### config.mk
export PLATFORM = sky130hd
export DESIGN_NAME = clkgen_mode_ctrl
export DESIGN_NICKNAME = d
export VERILOG_FILES = /design/src/rtl/clkgen_pkg.sv /design/src/rtl/clkgen_xtal_qual.sv /design/src/rtl/clkgen_mode_fsm.sv /design/src/rtl/clkgen_mode_ctrl.sv
export SDC_FILE = /design/constraint.sdc
export NUM_CORES = 1
export LEC_CHECK = 0
export BUFFER_PORTS_ARGS = -buffer_cell sky130_fd_sc_hd__buf_4
export CORE_MARGIN = 2
export CORE_UTILIZATION = 49
export DETAILED_ROUTE_END_ITERATION = 8
export PLACE_DENSITY = 0.77
export SLEW_MARGIN = 30
export SYNTH_ARGS = -nofsm -noshare
export SYNTH_HDL_FRONTEND = slang
export SYNTH_HIERARCHICAL = 1
export SYNTH_SLANG_ARGS = --single-unit
### constraint.sdc
create_clock -name clk -period 1.55 [get_ports clk]
set_input_delay 0.155 -clock clk [delete_from_list [all_inputs] [get_ports clk]]
set_output_delay 0.155 -clock clk [all_outputs]
set_load 0.02 [all_outputs]
### src/rtl/clkgen_pkg.sv
`timescale 1ns/1ps
package clkgen_pkg;
    typedef enum logic [2:0] {
        MODE_OFF        = 3'd0,
        MODE_SELF       = 3'd1,
        MODE_LOOP_INT   = 3'd2,
        MODE_BYPASS_EXT = 3'd3,
        MODE_LOOP_EXT   = 3'd4
    } cg_mode_e;

    localparam logic [1:0] SEL_SELF   = 2'b00;
    localparam logic [1:0] SEL_LOOPI  = 2'b01;
    localparam logic [1:0] SEL_BYPASS = 2'b10;
    localparam logic [1:0] SEL_LOOPE  = 2'b11;
endpackage

### src/rtl/clkgen_xtal_qual.sv
`timescale 1ns/1ps
module clkgen_xtal_qual #(
    parameter int QUAL_TICKS = 4096
) (
    input  logic clk,
    input  logic rst_n,
    input  logic clr_i,
    input  logic tick_i,
    output logic done_o
);
    localparam int CW = $clog2(QUAL_TICKS + 1);
    localparam logic [CW-1:0] LIMIT = CW'(QUAL_TICKS);

    logic [CW-1:0] cnt_q;

    always_ff @(posedge clk or negedge rst_n) begin
        if (!rst_n)
            cnt_q <= '0;
        else if (clr_i)
            cnt_q <= '0;
        else if (tick_i && cnt_q != LIMIT)
            cnt_q <= cnt_q + 1'b1;
    end

    assign done_o = (cnt_q == LIMIT);


    qual_clear_chk: assert property (@(posedge clk) disable iff (!rst_n)
        clr_i |=> (cnt_q == '0));


    qual_no_wrap_chk: assert property (@(posedge clk) disable iff (!rst_n)
        (done_o && !clr_i) |=> done_o);
endmodule

### src/rtl/clkgen_mode_fsm.sv
`timescale 1ns/1ps
module clkgen_mode_fsm
    import clkgen_pkg::*;
(
    input  logic       clk,
    input  logic       rst_n,
    input  logic       sel_we_i,
    input  logic [1:0] sel_wdata_i,
    input  logic       dco_stable_i,
    input  logic       ext_det_i,
    input  logic       loc_i,
    input  logic       stop_enter_i,
    input  logic       stop_exit_i,
    input  logic       stop_exit_rst_i,
    input  logic       qual_done_i,
    input  logic       flt_req_i,
    output cg_mode_e   mode_o,
    output logic       clk_out_en_o,
    output logic       ext_engage_o,
    output logic       flt_wr_en_o
);
    cg_mode_e   state_q, state_d, run_tgt;
    logic [1:0] sel_q;
    logic       ref_lost;
    logic       wake_rst;

    assign ref_lost = !ext_det_i && loc_i;
    assign wake_rst = (state_q == MODE_OFF) && stop_exit_i && stop_exit_rst_i;

    // stored select code
    always_ff @(posedge clk or negedge rst_n) begin
        if (!rst_n)
            sel_q <= SEL_SELF;
        else if (wake_rst)
            sel_q <= SEL_SELF;
        else if (sel_we_i)
            sel_q <= sel_wdata_i;
    end

    // target of the select / close-loop / fallback rules
    always_comb begin
        if (sel_q == SEL_SELF)
            run_tgt = MODE_SELF;
        else if (sel_q[1] && ref_lost)
            run_tgt = MODE_SELF;
        else if (sel_q == SEL_BYPASS)
            run_tgt = MODE_BYPASS_EXT;
        else if (state_q == MODE_SELF && !dco_stable_i)
            run_tgt = MODE_SELF;
        else if (sel_q == SEL_LOOPI)
            run_tgt = MODE_LOOP_INT;
        else
            run_tgt = MODE_LOOP_EXT;
    end

    always_comb begin
        state_d = state_q;
        unique case (state_q)
            MODE_OFF: begin
                if (stop_exit_i) begin
                    if (stop_exit_rst_i)
                        state_d = MODE_SELF;
                    else if (sel_q == SEL_BYPASS)
                        state_d = MODE_BYPASS_EXT;
                    else
                        state_d = MODE_SELF;
                end
            end
            MODE_SELF, MODE_LOOP_INT, MODE_BYPASS_EXT, MODE_LOOP_EXT: begin
                if (stop_enter_i)
                    state_d = MODE_OFF;
                else
                    state_d = run_tgt;
            end
            default: state_d = MODE_SELF;
        endcase
    end

    always_ff @(posedge clk or negedge rst_n) begin
        if (!rst_n)
            state_q <= MODE_SELF;
        else
            state_q <= state_d;
    end

    // output decode
    always_comb begin
        mode_o       = state_q;
        clk_out_en_o = 1'b1;
        ext_engage_o = 1'b0;
        flt_wr_en_o  = 1'b0;
        unique case (state_q)
            MODE_OFF:        clk_out_en_o = 1'b0;
            MODE_SELF:       flt_wr_en_o  = flt_req_i;
            MODE_LOOP_INT:   ;
            MODE_BYPASS_EXT: begin
                clk_out_en_o = qual_done_i;
                ext_engage_o = qual_done_i;
            end
            MODE_LOOP_EXT:   ext_engage_o = qual_done_i;
            default:         clk_out_en_o = 1'b0;
        endcase
    end


    stop_in_chk: assert property (@(posedge clk) disable iff (!rst_n)
        (state_q != MODE_OFF && stop_enter_i) |=> (state_q == MODE_OFF));


    wake_rst_chk: assert property (@(posedge clk) disable iff (!rst_n)
        wake_rst |=> (state_q == MODE_SELF && sel_q == SEL_SELF));


    dco_gate_chk: assert property (@(posedge clk) disable iff (!rst_n)
        (state_q == MODE_SELF && !dco_stable_i)
            |=> (state_q != MODE_LOOP_INT && state_q != MODE_LOOP_EXT));


    fallback_chk: assert property (@(posedge clk) disable iff (!rst_n)
        ((state_q == MODE_BYPASS_EXT || state_q == MODE_LOOP_EXT)
            && ref_lost && !stop_enter_i) |=> (state_q == MODE_SELF));
endmodule

### src/rtl/clkgen_mode_ctrl.sv
`timescale 1ns/1ps
module clkgen_mode_ctrl
    import clkgen_pkg::*;
#(
    parameter int QUAL_TICKS = 4096
) (
    input  logic       clk,
    input  logic       rst_n,
    input  logic       sel_we_i,
    input  logic [1:0] sel_wdata_i,
    input  logic       dco_stable_i,
    input  logic       ext_det_i,
    input  logic       loc_i,
    input  logic       stop_enter_i,
    input  logic       stop_exit_i,
    input  logic       stop_exit_rst_i,
    input  logic       xtal_tick_i,
    input  logic       flt_req_i,
    output logic [2:0] mode_o,
    output logic       clk_out_en_o,
    output logic       ext_engage_o,
    output logic       flt_wr_en_o
);
    logic     qual_done;
    cg_mode_e mode_e;

    clkgen_xtal_qual #(.QUAL_TICKS(QUAL_TICKS)) u_qual (
        .clk    (clk),
        .rst_n  (rst_n),
        .clr_i  (loc_i || stop_exit_i),
        .tick_i (xtal_tick_i),
        .done_o (qual_done)
    );

    clkgen_mode_fsm u_fsm (
        .clk             (clk),
        .rst_n           (rst_n),
        .sel_we_i        (sel_we_i),
        .sel_wdata_i     (sel_wdata_i),
        .dco_stable_i    (dco_stable_i),
        .ext_det_i       (ext_det_i),
        .loc_i           (loc_i),
        .stop_enter_i    (stop_enter_i),
        .stop_exit_i     (stop_exit_i),
        .stop_exit_rst_i (stop_exit_rst_i),
        .qual_done_i     (qual_done),
        .flt_req_i       (flt_req_i),
        .mode_o          (mode_e),
        .clk_out_en_o    (clk_out_en_o),
        .ext_engage_o    (ext_engage_o),
        .flt_wr_en_o     (flt_wr_en_o)
    );

    assign mode_o = mode_e;


    engage_qual_chk: assert property (@(posedge clk) disable iff (!rst_n)
        ext_engage_o |-> qual_done);


    bypass_gate_chk: assert property (@(posedge clk) disable iff (!rst_n)
        (mode_e == MODE_BYPASS_EXT && !qual_done) |-> !clk_out_en_o);


    flt_mode_chk: assert property (@(posedge clk) disable iff (!rst_n)
        flt_wr_en_o |-> (mode_e == MODE_SELF));
endmodule

== Word-level counts from Yosys, hierarchy flattened ==
Cells that the tools add are included.
Cells by class
  $add $sub $neg: 1
  $mul: 0
  divide/modulo/power cells: 0
  magnitude comparators: 0
  equal/unequal tests: 9
  shift operators: 0
  mux-type cells: 17
  bitwise operators: 0
  reduce and logical (&&, ||, !) cells: 16
Operators by type and width (count)
  2-to-1 mux 13 bit: 2
  2-to-1 mux 3 bit: 8
  adder 13 x 1 -> 13 bit (second input constant): 1
  equality test 13 bit (second input constant): 1
  != test 13 bit (second input constant): 1
  equality test 3 x 2 -> 1 bit (second input constant): 2
  logical AND 1 bit: 6
  2-to-1 mux 2 bit: 3
  case mux 3 bit (2 select lines): 1
  nonzero test 2 bit: 2
  OR reduction 4 bit: 1
  equality test 3 x 1 -> 1 bit (second input constant): 1
  equality test 3 bit (second input constant): 1
  zero test 3 bit: 1
  OR reduction 3 bit: 1
  equality test 2 x 1 -> 1 bit (second input constant): 1
  equality test 2 bit (second input constant): 1
  zero test 1 bit: 2
  zero test 2 bit: 1
  2-to-1 mux 1 bit: 2
  != test 2 bit (second input constant): 1
  case mux 1 bit (2 select lines): 1
  OR reduction 2 bit: 1
  logical OR 1 bit: 1
Word-level totals
  register bits: 18
  latch bits: 0
  memory bits (writable): 0
  ROM bits: 0
  bits of input ports: 13
  output and inout bits: 6
  word-level logic and storage cells: 46
  memories kept: 0

== Longest topological paths before layout ==
Gate-level depths: netlist of the first run.
  word-level depth: 8
  depth in mapped cells: 7
  depth with buffers taken out: 7

== Modules after synthesis ==
Netlist of the first run, hierarchy kept.
Modules (own cells, without submodules)
  clkgen_xtal_qual: instances 1, cells an instance 75, area each 737.0 µm²
  clkgen_mode_fsm: instances 1, cells an instance 43, area each 381.6 µm²
  clkgen_mode_ctrl: instances 1, cells an instance 1, area each 6.3 µm²

== Worst setup path after synthesis of the first run ==
No wires, ideal clock.
  path type: register to output
  from: register u_qual.cnt_q[0]
  to: output clk_out_en_o
  data arrival time: 1.897 ns
  required time: 1.395 ns
  path slack: -0.502 ns
  stages on the path, launching flop included: 8
  path buffers: 0
  cells stage by stage: dfrtp_1 inv_1 ha_1 nor4b_1 and3_1 nor2b_1 o21a_1 a211oi_1
Between the ends
  cells in the longest elaborated chain, start to end: 2
Ends and longest elaborated chain
  start, declared: RTL line clkgen_xtal_qual.sv:14  | logic [CW-1:0] cnt_q;
  start signal, assigned: RTL line clkgen_xtal_qual.sv:22  | cnt_q <= cnt_q + 1'b1;
  equality test 13 bit: RTL line clkgen_xtal_qual.sv:25  | assign done_o = (cnt_q == LIMIT);
  named net qual_done: RTL line clkgen_mode_ctrl.sv:24  | logic qual_done;
  case mux 1 bit (2 select lines): RTL line clkgen_mode_fsm.sv:92  | unique case (state_q)
  end, declared: RTL line clkgen_mode_ctrl.sv:20  | output logic clk_out_en_o,
The timed path passes the listed nets, and every way through them passes these cells.

== Worst setup path after layout of the first run ==
  from: register u_qual.cnt_q[1]
  to: output clk_out_en_o
The elaborated chain is that of the path after synthesis.

==> run summary, run 1 <==
Fmax: 0.4902 GHz
Worst slew pin tran: 0.5336 ns
Routability cong.: 0.8190
Max cap viols: 0
Setup crit start kind: flop
Multi-input logic area: 729.5 µm²
GR Overflow Total: 0
Tmin final: 2.040 ns
Die W: 51.91 µm
Die height: 51.91 µm
Max Slew Vio Count: 0
Mapped cell area: 1125 µm²
Hold Path Class: in2reg
Ys flop type: dfrtp_1
Final ANT Viol Nets: 0
Seq/Total Area, Yosys: 40.16%
Total GRT Usage: 22.33%
Synth Instances: 119
Area Overhead vs Synth: 41.60%
Tcrit/Tclk final: 131.6%
CTS clk-pin slew, worst paths: 0.10 ns
P per Cell Area: 897.4 nW/µm²
Worst reg2reg startpoint: u_fsm/mode_o[0]
Crit path required time: 1.39 ns
Placed cell areas: 1421 µm²
Antenna cells: 0
IO Pins: 19
Synth Area per Inst: 9.452 µm²
Power Total: 0.001429 W
Ys Warns: 6
RR Endpoint: u_fsm/mode_o[1]
Distinct cells, synth: 43
CTS Buffer Depth: 2
Row count: 17
EDFF count, synth: 0
Skew-Pair Late Insertion Delay: 0.29 ns
Relative slew margins: 64.43%
Hold wc startpoint: stop_enter_i
Dpl ws: -0.1458 ns
Wire length per cell: 14.87 µm
Final setup vio count: 2
NumNets Final: 175
Failing checks: negative setup slack
Post-synthesis register bit count: 18
Iter 0 DRT Violations: 27
TritonRoute pass-1 iters: 4
Layout cells sized above 1: 42.14%
Syn_nets: 134
Die footprint: 2695 µm²
FF/Latch Area: 451.7 µm²
WP data arrival: 1.88 ns
Peak supply drop: 0.9187 mV
CTS tree: built
Initial antenna violation count: 0
Crit Path Max Fanout: 2
Fill count: 156
CTS Sinks: 18
CORE AREA: 2191 µm²
Leak: 0.6958 nW
Final Routed Wirelength: 2.780 mm
Ys async rst share: 100.0%
Port bufs: 18
Initial Utilization: 51.34%
Vias per Instance: 5.631
Dpl hpwl: 1.992 mm
Status: finished with violations
Crit end category: output port
Final worst setup slack: -0.4898 ns
Via count: 1,053
WS Path Type: reg2out
Clock skew: 0.0007515 ns
CTS H-tree depth: 1
Cells on worst reg2reg path: 4
Worst Hold Depth: 2
Sink of the worst hold path: u_fsm/mode_o[2]
RSZ-0062 raised after global routing: true
Vias in the first global route: 1,076
First-pass GRT wire length: 4.450 mm
Fin area: 1593 µm²
Num CTS Buffers: 3
Final TNS setup: -0.8341 ns
Largest net degree at the start of global routing: 19
R2r setup slk: 0.03 ns
Root Driver: clkbuf_4
DRC Markers: 0
Final hold vios: 0
[power by group]
group | leakage, nW | switching (W) | internal, W | total, W
sequential | 0.243 | 0.0000416 | 0.000514 | 0.000556
combinational | 0.431 | 0.000295 | 0.000289 | 0.000584
clock | 0.0210 | 0.000147 | 0.000143 | 0.000290
total | 0.696 | 0.000483 | 0.000946 | 0.00143
[per-layer routing]
metal / up-vias / GRT usage, % / routed length [µm]
met5: - / 0 / 0
met4: 0 / 7.456 / 25
met3: 4 / 4.023 / 92
met2: 28 / 39.24 / 1420
met1: 515 / 27.32 / 1242
li1: 506 / - / -
[synthesized netlist by cell type (2+ instances only)]
| master | count | area share [%] |
|---|---|---|
| a211oi_1 | 2 | 1.3 |
| a21oi_1 | 6 | 2.7 |
| buf_2 | 2 | 0.89 |
| buf_6 | 2 | 2.0 |
| dfrtp_1 | 17 | 38 |
| ha_1 | 2 | 2.2 |
| inv_1 | 5 | 1.7 |
| mux2i_1 | 3 | 2.7 |
| nand2_1 | 7 | 2.3 |
| nand2b_1 | 2 | 1.1 |
| nand3_1 | 3 | 1.3 |
| nand3_2 | 2 | 1.8 |
| nand4_1 | 2 | 1.1 |
| nor2_1 | 13 | 4.3 |
| nor2b_1 | 4 | 2.2 |
| nor3_1 | 7 | 3.1 |
| nor4_2 | 3 | 3.3 |
| nor4b_1 | 2 | 1.6 |
| o21a_1 | 2 | 1.3 |
| o21ai_0 | 3 | 1.3 |
| xnor2_1 | 6 | 4.7 |
| xor2_1 | 3 | 2.3 |
[sequential cells by signal (all words and copies together) (netlist names)]
signal and flops:
u_fsm/sel_q 2, u_fsm/mode_o 3, u_qual/cnt_q 13
[per-stage QoR]
stage | hold WS (ns) | cells | util [%]
finish | 0.02770 | 187 | 72.70
global route | 0.02003 | 187 | 72.70
floorplan | -0.1406 | 119 | -
CTS | 0.01169 | 185 | 68.65
detailed placement | 0.04044 | 178 | 64.88
global placement | 0.03578 | 178 | 64.88
[cell families after synthesis]
logic type      share of synthesized area, %
simple gates                           31.15
compound gates                         10.90
flops                                  40.16
buf+inv                                4.894
xor+xnor                               7.008
mux                                    3.671
fa+ha+maj                              2.224
[layout make-up]
class                      instances  area share (%)
timing repair buffer              41           20.19
multi-input combinational         91           45.80
inverter                           5           1.178
sequential                        18           28.36
tap                               28           2.200
clock buffer                       4           2.278
[repair_timing]
item	CTS	global route
resized for setup	5	13
endpoints found under the setup margin	5	8
pin swaps	1	2
setup buffers	2	2
hold endpoints to repair	18	0
hold buffers	1	0
[critical path, cell delays in order (launching register included)]
cell	delay (ns)
dfrtp_1	0.40
inv_1	0.07
ha_1	0.14
nor4b_4	0.21
and3_4	0.22
nor2b_1	0.05
o21a_1	0.19
a211oi_4	0.17
buf_6	0.15
[how the worst max path moves through the flow]
stage	cells after the start	slack [ns]	from	to
3_3_place_gp	8	-0.10	u_qual/cnt_q[0]	clk_out_en_o
3_5_place_dp	8	-0.15	u_qual/cnt_q[1]	clk_out_en_o
5_1_grt	6	-0.57	u_qual/cnt_q[6]	clk_out_en_o
2_1_floorplan	7	-0.08	u_qual/cnt_q[0]	clk_out_en_o
4_1_cts	8	-0.48	u_qual/cnt_q[1]	clk_out_en_o
6_report	8	-0.49	u_qual/cnt_q[1]	clk_out_en_o
[cell usage in the layout, fill, tap and decap left out, drive strengths merged, types with 4 or more instances in the layout]
master	n
a21oi	6
buf	40
clkbuf	4
dfrtp	17
inv	5
nand2	7
nand3	5
nor2	13
nor2b	4
nor3	7
nor4	4
xnor2	6
Power figures use the tool's default switching activity.
==> run 2, diff against run 1 <==
Settings changed: CTS_CLUSTER_DIAMETER from default to 100, RECOVER_POWER from default to 100.
==> run 2 against run 1 <==
  * The run still ends with negative setup slack left
  * Worst setup slack lost 0.0010 ns
  * Via count shrank 0.47%
  * Cell area shrank 1.5%
==> run summary, run 2 (synthesis gave the netlist of run 1 again) <==
Fin area: 1569 µm² (-1.5%)
CTS clk-pin slew, worst paths: 0.11 ns (about the same)
Worst reg2reg startpoint: u_qual/cnt_q[0]
CTS H-tree depth: 1 (unchanged)
Max Slew Vio Count: 0 (unchanged)
Failing checks: negative setup slack
Num CTS Buffers: 3 (unchanged)
Most frequent cells in the layout: 33 x buf_4, 17 x dfrtp_1, 13 x nor2_1
P per Cell Area: 907.1 nW/µm² (+1.1%)
Hold Path Class: in2reg
Die footprint: 2695 µm² (unchanged)
Die W: 51.91 µm (unchanged)
Total GRT Usage: 22.33% (unchanged)
IO Pins: 19 (unchanged)
Final setup vio count: 8 (+6)
Fmax: 0.4900 GHz (about the same)
Total number of cells along the worst setup path: 8 (unchanged)
Port bufs: 18 (unchanged)
CTS Sinks: 18 (unchanged)
Root Driver: clkbuf_4
Tmin final: 2.041 ns (+0.001050 ns)
Dpl ws: -0.1458 ns (unchanged)
FF/Latch Area: 451.7 µm² (unchanged)
Max cap viols: 0 (unchanged)
Status: finished with violations
TritonRoute pass-1 iters: 4 (unchanged)
Row count: 17 (unchanged)
CORE AREA: 2191 µm² (unchanged)
Final Routed Wirelength: 2.755 mm (-0.90%)
Layout cells sized above 1: 38.99% (-3.1 points)
Largest Register: u_qual/cnt_q
Iter 0 DRT Violations: 37 (+37%)
Largest net degree at the start of global routing: 19 (unchanged)
Crit end category: output port
Final hold vios: 0 (unchanged)
Slowest stage delay, CP: 0.40 ns (about the same)
WS Path Type: reg2out
Relative slew margins: 33.27% (-31 points)
Multi-input logic area: 716.9 µm² (-1.7%)
RR Endpoint: u_qual/cnt_q[8]
WP data arrival: 1.89 ns (about the same)
Max reg flops: 13 (unchanged)
NumNets Final: 175 (unchanged)
Antenna cells: 0 (unchanged)
Via count: 1,048 (-0.47%)
First-pass GRT wire length: 4.450 mm (unchanged)
Buf/Inv on CP: 2 (unchanged)
Tcrit/Tclk final: 131.7% (about the same)
Fill count: 159 (+1.9%)
Skew-Pair Late Insertion Delay: 0.29 ns (about the same)
CTS Buffer Depth: 2 (unchanged)
Routability cong.: 0.8190 (unchanged)
Final worst setup slack: -0.4908 ns (-0.001050 ns)
Worst slew pin tran: 1.001 ns (+0.4674 ns)
Dpl hpwl: 1.992 mm (unchanged)
CTS tree: built
Leak: 0.6853 nW (-1.5%)
Wire length per cell: 14.73 µm (-0.90%)
Clock skew: 0.002878 ns (+0.002127 ns)
Cells on worst reg2reg path: 6 (+2)
Initial Utilization: 51.34% (unchanged)
Launch point of the worst path: u_qual/cnt_q[1]
Final ANT Viol Nets: 0 (unchanged)
Crit-path cells: inv_1 > ha_1 > nor4b_4 > and3_4 > nor2b_1 > o21a_1 > a211oi_4 > buf_6
Final TNS setup: -1.646 ns (-0.8116 ns)
GR Overflow Total: 0 (unchanged)
Top delay family on crit path: simple AND/OR/NAND/NOR gates
Vias per Instance: 5.604 (-0.47%)
Hold wc startpoint: stop_enter_i
Crit Path Max Fanout: 2 (unchanged)
Placed cell areas: 1421 µm² (unchanged)
CP max-delay cell: dfrtp_1
Die height: 51.91 µm (unchanged)
Initial antenna violation count: 0 (unchanged)
RSZ-0062 raised after global routing: true
Peak supply drop: 0.9091 mV (-1.0%)
Sink of the worst hold path: u_fsm/mode_o[2]
Worst Hold Depth: 2 (unchanged)
Area Overhead vs Synth: 39.49%
Vias in the first global route: 1,076 (unchanged)
DRC Markers: 0 (unchanged)
R2r setup slk: -0.20 ns (-0.23 ns)
Most common cell after layout, fill and taps aside: buf_4
Crit path required time: 1.39 ns (about the same)
Setup crit start kind: flop
run 2: cell types whose count changed in the layout (fill, tap and decap cells not counted):
| cell | previous run | this run |
|---|---|---|
| clkbuf_1 | 0 | 3 |
| buf_4 | 37 | 33 |
| dfstp_2 | 1 | 0 |
| ha_4 | 1 | 0 |
| ha_1 | 1 | 2 |
| clkbuf_4 | 3 | 4 |
| dfstp_1 | 0 | 1 |
run 2: metal layers:
metal,GRT usage (%),vias up,wire (µm)
li1,-,505,-
met1,27.32,513,1223
met2,39.24,24,1418
met3,4.023,6,82
met4,7.456,0,30
met5,0,-,0
run 2: worst max-delay path by stage:
| stage | endpoint | slack [ns] |
|---|---|---|
| after global routing | clk_out_en_o | -0.57 |
| after global placement | clk_out_en_o | -0.10 |
| after detailed placement | clk_out_en_o | -0.15 |
| after floorplan | clk_out_en_o | -0.08 |
| final | clk_out_en_o | -0.49 |
| after CTS | clk_out_en_o | -0.48 |
run 2: cell type report:
type,count,share of cell area [%]
multi-input combinational,91,45.69
timing repair buffer,41,19.78
sequential,18,28.79
clock buffer,4,2.313
tap,28,2.233
inverter,5,1.196
run 2: through the flow:
step | power, W | hold WS [ns] | util [%] | cells
after global routing | 0.001493 | 0.02008 | 71.62 | 187
after detailed placement | 0.001058 | 0.04044 | 64.88 | 178
after global placement | 0.001039 | 0.03578 | 64.88 | 178
final | 0.001423 | 0.02575 | 71.62 | 187
after CTS | 0.001394 | 0.01169 | 68.65 | 185
after floorplan | 0.0008886 | -0.1406 | - | 119
run 2: what timing repair did:
item                                   in CTS  in global routing
gates cloned                                0                  0
pin swaps                                   1                  2
endpoints found under the hold margin      18                  0
setup endpoints to repair                   5                  8
resized for setup                           5                 13
buffers inserted                            2                  2
hold buffers                                1                  0
run 2: where the power goes:
| part | switching [W] | internal, W |
|---|---|---|
| logic | 0.000295 | 0.000284 |
| registers | 0.0000416 | 0.000510 |
| clock network | 0.000149 | 0.000143 |
